==> config.mk <==
export PLATFORM = sky130hd
export DESIGN_NAME = pgx_walker
export DESIGN_NICKNAME = d
export VERILOG_FILES = /design/src/rtl/pgx_pkg.sv /design/src/rtl/pgx_split.sv /design/src/rtl/pgx_check.sv /design/src/rtl/pgx_walker.sv
export SDC_FILE = /design/constraint.sdc
export NUM_CORES = 1
export LEC_CHECK = 0
export ABC_CLOCK_PERIOD_IN_PS = 3000
export BUFFER_PORTS_ARGS = -buffer_cell sky130_fd_sc_hd__buf_2
export CAP_MARGIN = 20
export CORE_MARGIN = 3
export CORE_UTILIZATION = 48
export CTS_CLUSTER_DIAMETER = 30
export DETAILED_ROUTE_END_ITERATION = 7
export PLACE_DENSITY_LB_ADDON = 0.2
export SKIP_CTS_REPAIR_TIMING = 1
export SLEW_MARGIN = 25
export SYNTH_ARGS = -nofsm -noshare
export SYNTH_HDL_FRONTEND = slang
export SYNTH_HIERARCHICAL = 1
export SYNTH_SLANG_ARGS = --single-unit
==> constraint.sdc <==
create_clock -name clk -period 3 [get_ports clk]
set_clock_uncertainty 0.15 [all_clocks]
set_input_delay 0.15 -clock clk [delete_from_list [all_inputs] [get_ports clk]]
set_output_delay 0.15 -clock clk [all_outputs]
set_load 0.05 [all_outputs]
==> src/rtl/pgx_pkg.sv <==
package pgx_pkg;
  // Access kind codes
  localparam logic [1:0] ACC_READ  = 2'd0;
  localparam logic [1:0] ACC_WRITE = 2'd1;
  localparam logic [1:0] ACC_EXEC  = 2'd2;

  // Fault codes
  localparam logic [1:0] FLT_NONE = 2'd0;
  localparam logic [1:0] FLT_LEN  = 2'd1;
  localparam logic [1:0] FLT_INV  = 2'd2;
  localparam logic [1:0] FLT_PROT = 2'd3;

  // Protection codes
  localparam logic [1:0] PR_RO  = 2'b00;
  localparam logic [1:0] PR_RW  = 2'b01;
  localparam logic [1:0] PR_XO  = 2'b10;
  localparam logic [1:0] PR_RWX = 2'b11;

  // Entry bit positions
  localparam int PTE_VLD  = 31;
  localparam int PTE_REF  = 30;
  localparam int PTE_MOD  = 29;
  localparam int PTE_PRHI = 28;
  localparam int PTE_PRLO = 27;
endpackage

==> src/rtl/pgx_split.sv <==
module pgx_split #(
  parameter int VA_W      = 32,
  parameter int PAGE_BITS = 12,
  parameter int TA_W      = 32,
  localparam int VPN_W    = VA_W - PAGE_BITS,
  localparam int LEN_W    = VPN_W + 1
) (
  input  logic [VA_W-1:0]      vaddr,
  input  logic [TA_W-1:0]      base,
  input  logic [LEN_W-1:0]     len,
  output logic [PAGE_BITS-1:0] offset,
  output logic [TA_W-1:0]      ent_addr,
  output logic                 beyond
);
  logic [VPN_W-1:0] vpn;

  assign vpn      = vaddr[VA_W-1:PAGE_BITS];
  assign offset   = vaddr[PAGE_BITS-1:0];
  assign ent_addr = base + {{(TA_W-VPN_W-2){1'b0}}, vpn, 2'b00};
  assign beyond   = ({1'b0, vpn} >= len);
endmodule

==> src/rtl/pgx_check.sv <==
module pgx_check
  import pgx_pkg::*;
#(
  parameter int PAGE_BITS = 12,
  parameter int PFN_W     = 20,
  parameter int PTE_W     = 32,
  localparam int PA_W     = PFN_W + PAGE_BITS
) (
  input  logic [PTE_W-1:0]     pte,
  input  logic [1:0]           kind,
  input  logic [PAGE_BITS-1:0] offset,
  output logic [1:0]           fault,
  output logic [PA_W-1:0]      paddr,
  output logic [PTE_W-1:0]     new_pte,
  output logic                 need_wb
);
  logic [1:0] prot;
  logic       allow;

  assign prot = pte[PTE_PRHI:PTE_PRLO];

  always_comb begin
    unique case (kind)
      ACC_READ:  allow = (prot != PR_XO);
      ACC_WRITE: allow = (prot == PR_RW) || (prot == PR_RWX);
      ACC_EXEC:  allow = (prot == PR_XO) || (prot == PR_RWX);
      default:   allow = 1'b0;
    endcase
  end

  always_comb begin
    if (!pte[PTE_VLD])  fault = FLT_INV;
    else if (!allow)    fault = FLT_PROT;
    else                fault = FLT_NONE;
  end

  always_comb begin
    new_pte          = pte;
    new_pte[PTE_REF] = 1'b1;
    if (kind == ACC_WRITE) new_pte[PTE_MOD] = 1'b1;
  end

  assign need_wb = (fault == FLT_NONE) && (new_pte != pte);
  assign paddr   = (fault == FLT_NONE) ? {pte[PFN_W-1:0], offset} : '0;
endmodule

==> src/rtl/pgx_walker.sv <==
module pgx_walker
  import pgx_pkg::*;
#(
  parameter int VA_W      = 32,
  parameter int PAGE_BITS = 12,
  parameter int PFN_W     = 20,
  parameter int TA_W      = 32,
  parameter int PTE_W     = 32,
  localparam int VPN_W    = VA_W - PAGE_BITS,
  localparam int LEN_W    = VPN_W + 1,
  localparam int PA_W     = PFN_W + PAGE_BITS
) (
  input  logic             clk,
  input  logic             rst_n,
  input  logic             req_valid,
  output logic             req_ready,
  input  logic [VA_W-1:0]  req_vaddr,
  input  logic [1:0]       req_kind,
  input  logic [TA_W-1:0]  tbl_base,
  input  logic [LEN_W-1:0] tbl_len,
  output logic             mem_req_valid,
  input  logic             mem_req_ready,
  output logic             mem_req_we,
  output logic [TA_W-1:0]  mem_req_addr,
  output logic [PTE_W-1:0] mem_req_wdata,
  input  logic             mem_rsp_valid,
  input  logic [PTE_W-1:0] mem_rsp_rdata,
  output logic             rsp_valid,
  input  logic             rsp_ready,
  output logic [PA_W-1:0]  rsp_paddr,
  output logic [1:0]       rsp_fault
);
  typedef enum logic [2:0] {S_IDLE, S_RD, S_WAIT, S_WB, S_RESP} st_e;
  st_e st;

  logic [PAGE_BITS-1:0] sp_off, off_q;
  logic [TA_W-1:0]      sp_addr, ent_addr_q;
  logic                 sp_beyond;
  logic [1:0]           kind_q, flt_q, ck_flt;
  logic [PA_W-1:0]      paddr_q, ck_paddr;
  logic [PTE_W-1:0]     wpte_q, ck_pte;
  logic                 ck_wb;

  pgx_split #(.VA_W(VA_W), .PAGE_BITS(PAGE_BITS), .TA_W(TA_W)) u_split (
    .vaddr(req_vaddr), .base(tbl_base), .len(tbl_len),
    .offset(sp_off), .ent_addr(sp_addr), .beyond(sp_beyond)
  );

  pgx_check #(.PAGE_BITS(PAGE_BITS), .PFN_W(PFN_W), .PTE_W(PTE_W)) u_check (
    .pte(mem_rsp_rdata), .kind(kind_q), .offset(off_q),
    .fault(ck_flt), .paddr(ck_paddr), .new_pte(ck_pte), .need_wb(ck_wb)
  );

  always_ff @(posedge clk) begin
    if (!rst_n) begin
      st         <= S_IDLE;
      off_q      <= '0;
      ent_addr_q <= '0;
      kind_q     <= ACC_READ;
      flt_q      <= FLT_NONE;
      paddr_q    <= '0;
      wpte_q     <= '0;
    end else begin
      unique case (st)
        S_IDLE: if (req_valid) begin
          kind_q     <= req_kind;
          off_q      <= sp_off;
          ent_addr_q <= sp_addr;
          if (sp_beyond) begin
            flt_q   <= FLT_LEN;
            paddr_q <= '0;
            st      <= S_RESP;
          end else begin
            st <= S_RD;
          end
        end
        S_RD: if (mem_req_ready) st <= S_WAIT;
        S_WAIT: if (mem_rsp_valid) begin
          flt_q   <= ck_flt;
          paddr_q <= ck_paddr;
          wpte_q  <= ck_pte;
          st      <= ck_wb ? S_WB : S_RESP;
        end
        S_WB: if (mem_req_ready) st <= S_RESP;
        S_RESP: if (rsp_ready) st <= S_IDLE;
        default: st <= S_IDLE;
      endcase
    end
  end

  assign req_ready     = (st == S_IDLE);
  assign mem_req_valid = (st == S_RD) || (st == S_WB);
  assign mem_req_we    = (st == S_WB);
  assign mem_req_addr  = ent_addr_q;
  assign mem_req_wdata = wpte_q;
  assign rsp_valid     = (st == S_RESP);
  assign rsp_paddr     = paddr_q;
  assign rsp_fault     = flt_q;

  // one outstanding request
  p_one_out_r1: assert property (@(posedge clk) disable iff (!rst_n)
    (req_valid && req_ready) |=> !req_ready);

  // length fault without memory traffic
  p_len_fault_r3: assert property (@(posedge clk) disable iff (!rst_n)
    (req_valid && req_ready && ({1'b0, req_vaddr[VA_W-1:PAGE_BITS]} >= tbl_len))
    |=> (rsp_valid && rsp_fault == FLT_LEN && !mem_req_valid));

  // faults carry a zero address
  p_fault_zero_r4: assert property (@(posedge clk) disable iff (!rst_n)
    (rsp_valid && rsp_fault != FLT_NONE) |-> (rsp_paddr == '0));

  // memory command held until taken
  p_mem_hold_r2: assert property (@(posedge clk) disable iff (!rst_n)
    (mem_req_valid && !mem_req_ready) |=>
    (mem_req_valid && $stable(mem_req_addr) && $stable(mem_req_we)));

  // a write-back always marks the entry referenced
  p_wb_ref_r7: assert property (@(posedge clk) disable iff (!rst_n)
    (mem_req_valid && mem_req_we) |-> mem_req_wdata[PTE_REF]);

  // no write-back for a faulting translation
  p_fault_nowb_r8: assert property (@(posedge clk) disable iff (!rst_n)
    (mem_req_valid && mem_req_we) |-> (flt_q == FLT_NONE));

  // response stable under back-pressure
  p_rsp_hold_r9: assert property (@(posedge clk) disable iff (!rst_n)
    (rsp_valid && !rsp_ready) |=>
    (rsp_valid && $stable(rsp_paddr) && $stable(rsp_fault)));
endmodule

==> results of run 1 <==
==> Yosys cell counts, drive strengths merged (3+ instances only) <==
master  count
inv        29
nor3        4
ha         44
nand2b     10
nor2b      39
buf        70
xor2       10
nor2       12
a31oi       4
nand3b      4
o21ai      47
a21oi     106
a211oi      4
a21o       20
nand3      40
nor3b       5
dfxtp     115
or2         3
xnor2      17
nand4       4
clkbuf     24
o211ai      5
nand2     204
==> sequential cells by signal, summed over array words and instances (netlist names) <==
register	flops
off_q	12
mem_req_wdata	32
mem_req_addr	32
kind_q	2
rsp_fault	2
st	3
rsp_paddr	32
==> logic make-up after synthesis <==
group,after synthesis,synth area share
AOI/OAI and AO/OA,202,0.183
xor gates and xnor gates,27,0.0356
adders and majority gates,45,0.0860
buffers and inverters,123,0.109
DFF,115,0.347
muxes,1,0.00170
other,1,0.000565
and+or+nand+nor,338,0.237
==> worst paths after layout <==
path | end | slack, ps | start
worst max-delay path | rsp_fault[0]$_SDFFE_PN0P_ | 570 | req_vaddr[19]
worst min-delay path | mem_req_addr[2]$_SDFFE_PN0P_ | -30 | tbl_base[2]
worst max register to register | st[0]$_SDFFE_PN0P_ | 900 | kind_q[0]$_SDFFE_PN0P_
worst min register to register | off_q[7]$_SDFFE_PN0P_ | 300 | off_q[7]$_SDFFE_PN0P_
==> area by class of cell <==
cell class / count / area (µm²) / share of cell area
clock inverters: 10 / 109 / 0.0126
clock buffers: 20 / 467 / 0.0540
flip-flops and latches: 115 / 2300 / 0.266
inverters: 29 / 109 / 0.0126
multi-input cells: 614 / 3620 / 0.419
repair buffers: 296 / 1810 / 0.210
well taps: 176 / 220 / 0.0255
diodes: 1 / 2.50 / 0.000290
==> metal layers <==
| layer | GRT usage | up-vias | wire length, µm |
|---|---|---|---|
| li1 | - | 3268 | - |
| met1 | 0.257 | 2795 | 7480 |
| met2 | 0.331 | 194 | 8080 |
| met3 | 0.0599 | 22 | 1170 |
| met4 | 0.0706 | 0 | 301 |
| met5 | 0 | - | 0 |
==> critical path, stage by stage <==
cell and delay [ps]:
buf_2 110, ha_1 290, and4_1 210, nand3_1 80, o2111ai_1 220, a21oi_1 110
a211oi_1 510, nand3b_1 220, a211oi_4 310, buf_12 210, o221a_2 190
==> through the flow <==
stage / utilization / instance area (µm²) / total power (µW)
after CTS: 0.601 / 8060 / 4770
after global routing: 0.645 / 8640 / 5000
final: 0.645 / 8640 / 4780
after detailed placement: 0.558 / 7480 / 2800
after floorplan: - / 6640 / 2570
after global placement: 0.558 / 7480 / 2800
==> power groups by stage <==
stage | Combinational (µW) | Clock (µW) | Sequential [µW]
6_report | 1160 | 1950 | 1680
5_1_grt | 1270 | 2040 | 1690
4_1_cts | 1100 | 1990 | 1670
3_5_place_dp | 1100 | 0 | 1700
3_3_place_gp | 1100 | 0 | 1700
2_1_floorplan | 650 | 0 | 1920
==> qor.yml, run 1 <==
logic_synthesis:
  netlist_top_cells_area: "dfxtp_1 35%, nand2_1 12%, ha_1 8.3%, a21oi_1 8.0%, buf_4 5.4%"
  synth_top_area_frac: 0.347
  synth_top_area_cell: "dfxtp_1"
  synth_edf_count: 0
  ys.flop_type: "dfxtp_1"
  async_flop_share: 0
  syn-num-nets: 1022
  avgSynthCellArea_um2: 7.79
  yosys_warnings: 6
  ys_seq_area_frac: 0.347
  synth_cell_types: 58
  synthCells: 852
  synth-seq-cells: 115
  syn_area_mm2: 0.00664
placement:
  dp_cells: 1172
  place_congestion: 0.780
  numPortBuffers: 226
  dpl_worst_slack_ps: 172
  hpwl_mm: 11.7
timing:
  fmax_ghz: 0.411
  period_needed_ps: 2430
  finalHoldViolations: 2
  holdWs_ps: -30.2
  postLayoutSetupSlackWorst_ps: 566
  rsz0062_at_grt: "false"
  slew_viol_final: 0
  period_share: 0.811
  worst_pin_slew_ps: 729
  fin_tns_setup_ps: 0
  max_slew_margin: 0.513
  finalSetupViolations: 0
finish:
  fillers: 1223
  layout_commonest_cell: "buf_2"
  final_nets: 1243
  area_growth_pct: 30.2
  final_cell_mix: "226 x buf_2, 204 x nand2_1, 115 x dfxtp_1"
  fin_cells: 1261
  drive_gt1_frac: 0.262
drt:
  vias: 6279
  ant_nets: 0
  drt_wl_total_mm: 17.0
  firstDrtPassIters: 4
  first_iter_violations: 312
  drc: 0
  avgViaCountPerCell: 4.98
  routedWlPerCell_um: 13.5
clock_network:
  cts_sinks: 115
  cts_max_level: 4
  clk_latency_ps: 400
  ctsLongestPathBuffers: 2
  cts_tree: "yes"
  cts_buffers: 17
  root_buffer: "clkbuf_16"
  cts.clk_slew.worst_paths_ps: 50
critical_path:
  critPathMaxFanout: 34
  critPathArrivalTime_ps: 2630
  crit_path_start_kind: "input pin"
  critPathKind: "input pin to flip-flop"
  worstPathRequired_ps: 3190
  reg2reg_depth: 7
  critPathCaptureType: "flip-flop"
power_and_ir_drop:
  p_leak_uw: 0.00401
  pwr-share-comb: 0.243
  ir_drop_uv: 384
  clockPowerShare: 0.407
  power_density_mw_per_mm2: 553
  p_sw_frac: 0.308
  power_frac_seq: 0.350
  p_sw_uw: 1470
  p_int_uw: 3310
floorplan:
  rows: 42
  die_area_mm2: 0.0153
  start_util: 0.495
  die_y_um: 124
  ioPinCount: 227
  core_area_mm2: 0.0134
  dieWidth_um: 124
global_routing:
  antenna_found_initial: 1
  grt_pass1_wl_mm: 25.3
  grt_pass1_vias: 5464
  grt_start_max_net_pins: 70
  gr-total-overflow: 0
  track_usage: 0.203
run:
  maxCapViolCount: 0
worst_hold_path:
  hp-class: "input pin to flip-flop"
  worstHoldPathCells: 4
outcome:
  violations: "hold timing"
  status: "finished, violations left"
Power figures use the tool's default switching activity.
==> inputs of run 2 (changes only) <==
--- a/config.mk
+++ b/config.mk
@@ -5,7 +5,7 @@
 export SDC_FILE = /design/constraint.sdc
 export NUM_CORES = 1
 export LEC_CHECK = 0
-export ABC_CLOCK_PERIOD_IN_PS = 3000
+export ABC_CLOCK_PERIOD_IN_PS = 2400
 export BUFFER_PORTS_ARGS = -buffer_cell sky130_fd_sc_hd__buf_2
 export CAP_MARGIN = 20
 export CORE_MARGIN = 3
==> constraint.sdc (replaced) <==
create_clock -name clk -period 2.4 [get_ports clk]
set_clock_uncertainty 0.15 [all_clocks]
set_input_delay 0.12 -clock clk [delete_from_list [all_inputs] [get_ports clk]]
set_output_delay 0.12 -clock clk [all_outputs]
set_load 0.05 [all_outputs]
==> run 2 against run 1 <==
Compared with the run above: the run now ends clean; register-to-register slack lost 630 ps; sequential power up 24%; routed wire length grew 4.5%; clock-buffer cell count is 1 lower; utilization grew 2.0 points; hold slack gained 120 ps; first-iteration DRC count fell by 11%; worst setup slack worse by 310 ps; final cell count grew 2.8%; sequential share of layout area decreased by 0.79 points; clock power is 20% higher; flip-flop and latch count stayed put; highest routed layer unchanged.
==> qor.yml, run 2 (synthesis results as in run 1) <==
drt:
  firstDrtPassIters: 5  # was 4
  routedWlPerCell_um: 13.7  # was 13.5 µm
  drc: 0  # unchanged
  vias: 6504  # was 6279
  first_iter_violations: 279  # was 312
  avgViaCountPerCell: 5.02  # was 4.98
  drt_wl_total_mm: 17.8  # was 17.0 mm
  ant_nets: 0  # unchanged
timing:
  finalHoldViolations: 0  # was 2
  max_slew_margin: 0.521  # was 0.513
  holdWs_ps: 88.2  # was -30.2 ps
  postLayoutSetupSlackWorst_ps: 254  # was 566 ps
  fmax_ghz: 0.466
  period_share: 0.894
  period_needed_ps: 2150
  worst_pin_slew_ps: 718  # was 729 ps
  finalSetupViolations: 0  # unchanged
  rsz0062_at_grt: "false"  # unchanged
  slew_viol_final: 0  # unchanged
clock_network:
  cts.clk_slew.worst_paths_ps: 50  # about the same
  cts_max_level: 4  # unchanged
  ctsLongestPathBuffers: 2  # unchanged
  cts_sinks: 115  # unchanged
  cts_buffers: 17  # unchanged
  cts_tree: "yes"  # unchanged
  root_buffer: "clkbuf_16"  # unchanged
  clk_latency_ps: 400  # about the same
global_routing:
  grt_pass1_vias: 5738  # was 5464
  antenna_found_initial: 1  # unchanged
  grt_pass1_wl_mm: 26.2  # was 25.3 mm
  track_usage: 0.212  # was 0.203
  gr-total-overflow: 0  # unchanged
  grt_start_max_net_pins: 70  # unchanged
finish:
  final_cell_mix: "226 x buf_2, 204 x nand2_1, 115 x dfxtp_1"  # unchanged
  area_growth_pct: 34.2  # was 30.2%
  drive_gt1_frac: 0.282  # was 0.262
  final_nets: 1277  # was 1243
  layout_commonest_cell: "buf_2"  # unchanged
  stdcell_area_mm2: 0.00891  # was 0.00864 mm²
floorplan:
  die_area_mm2: 0.0153  # unchanged
  start_util: 0.495  # unchanged
  ioPinCount: 227  # unchanged
  die_y_um: 124  # unchanged
  core_area_mm2: 0.0134  # unchanged
  dieWidth_um: 124  # unchanged
  rows: 42  # unchanged
power_and_ir_drop:
  p_total_uw: 5960  # was 4780 µW
  p_leak_uw: 0.00418  # was 0.00401 µW
  ir_drop_uv: 448  # was 384 µV
  power_density_mw_per_mm2: 669  # was 553 mW/mm²
placement:
  place_area_mm2: 0.00775  # was 0.00748 mm²
  place_congestion: 0.796  # was 0.780
  hpwl_mm: 12.3  # was 11.7 mm
  numPortBuffers: 226  # unchanged
  dpl_worst_slack_ps: -361  # was 172 ps
worst_hold_path:
  hp-class: "input pin to flip-flop"  # unchanged
outcome:
  status: "finished clean"  # was finished, violations left
critical_path:
  critPathKind: "input pin to flip-flop"  # unchanged
  crit_path_start_kind: "input pin"  # unchanged
  critPathArrivalTime_ps: 2260  # was 2630 ps
  worstPathRequired_ps: 2520  # was 3190 ps
  critPathMaxFanout: 34  # unchanged
  critPathCaptureType: "flip-flop"  # unchanged
run:
  maxCapViolCount: 0  # unchanged
-- run 2: final cells by class --
cell class | count | area (µm²)
Clock buffer | 19 | 433
Clock inverter | 12 | 116
Sequential cell | 115 | 2300
Tap cell | 176 | 220
Timing Repair Buffer | 330 | 2100
Fill cell | 1185 | 4490
Inverter | 29 | 109
Multi-Input combinational cell | 614 | 3620
Antenna cell | 1 | 2.50
-- run 2: metrics by stage --
stage / TNS, ps / instances / util
5_1_grt: 0 / 1296 / 0.665
2_1_floorplan: 0 / 852 / -
3_5_place_dp: -12020 / 1204 / 0.578
6_report: 0 / 1296 / 0.665
4_1_cts: 0 / 1235 / 0.619
3_3_place_gp: -8990 / 1204 / 0.578
-- run 2: final timing paths --
check                                            start                         to  slack [ps]  cells after the start
worst max-delay path                     req_vaddr[19]  rsp_paddr[8]$_SDFFE_PN0P_         250                     11
worst min-delay path                     mem_rsp_valid         st[1]$_SDFFE_PN0P_          90                      4
worst max register to register  kind_q[1]$_SDFFE_PN0P_         st[1]$_SDFFE_PN0P_         270                      8
worst min register to register   off_q[5]$_SDFFE_PN0P_      off_q[5]$_SDFFE_PN0P_         300                      2
-- run 2: layer usage --
metal	up-vias	wire, µm	part of all wire	track usage
met4	0	225	0.013	0.0637
met1	2933	7560	0.42	0.263
li1	3342	-	-	-
met5	-	0	0	0
met2	210	8840	0.50	0.359
met3	19	1170	0.066	0.0577
-- run 2: critical path, stage by stage --
cell and delay, ps:
buf_2 110, ha_1 290, and4_1 220, nand3_1 80, o2111ai_1 210, a21oi_1 110, a211oi_2 320, nand3b_1 170
a211oi_4 300, buf_12 210, o21ai_0 120
-- run 2: power breakdown --
part	internal [µW]	switching, µW
Sequential	2020	68.8
Clock	1500	833
Combinational	584	946
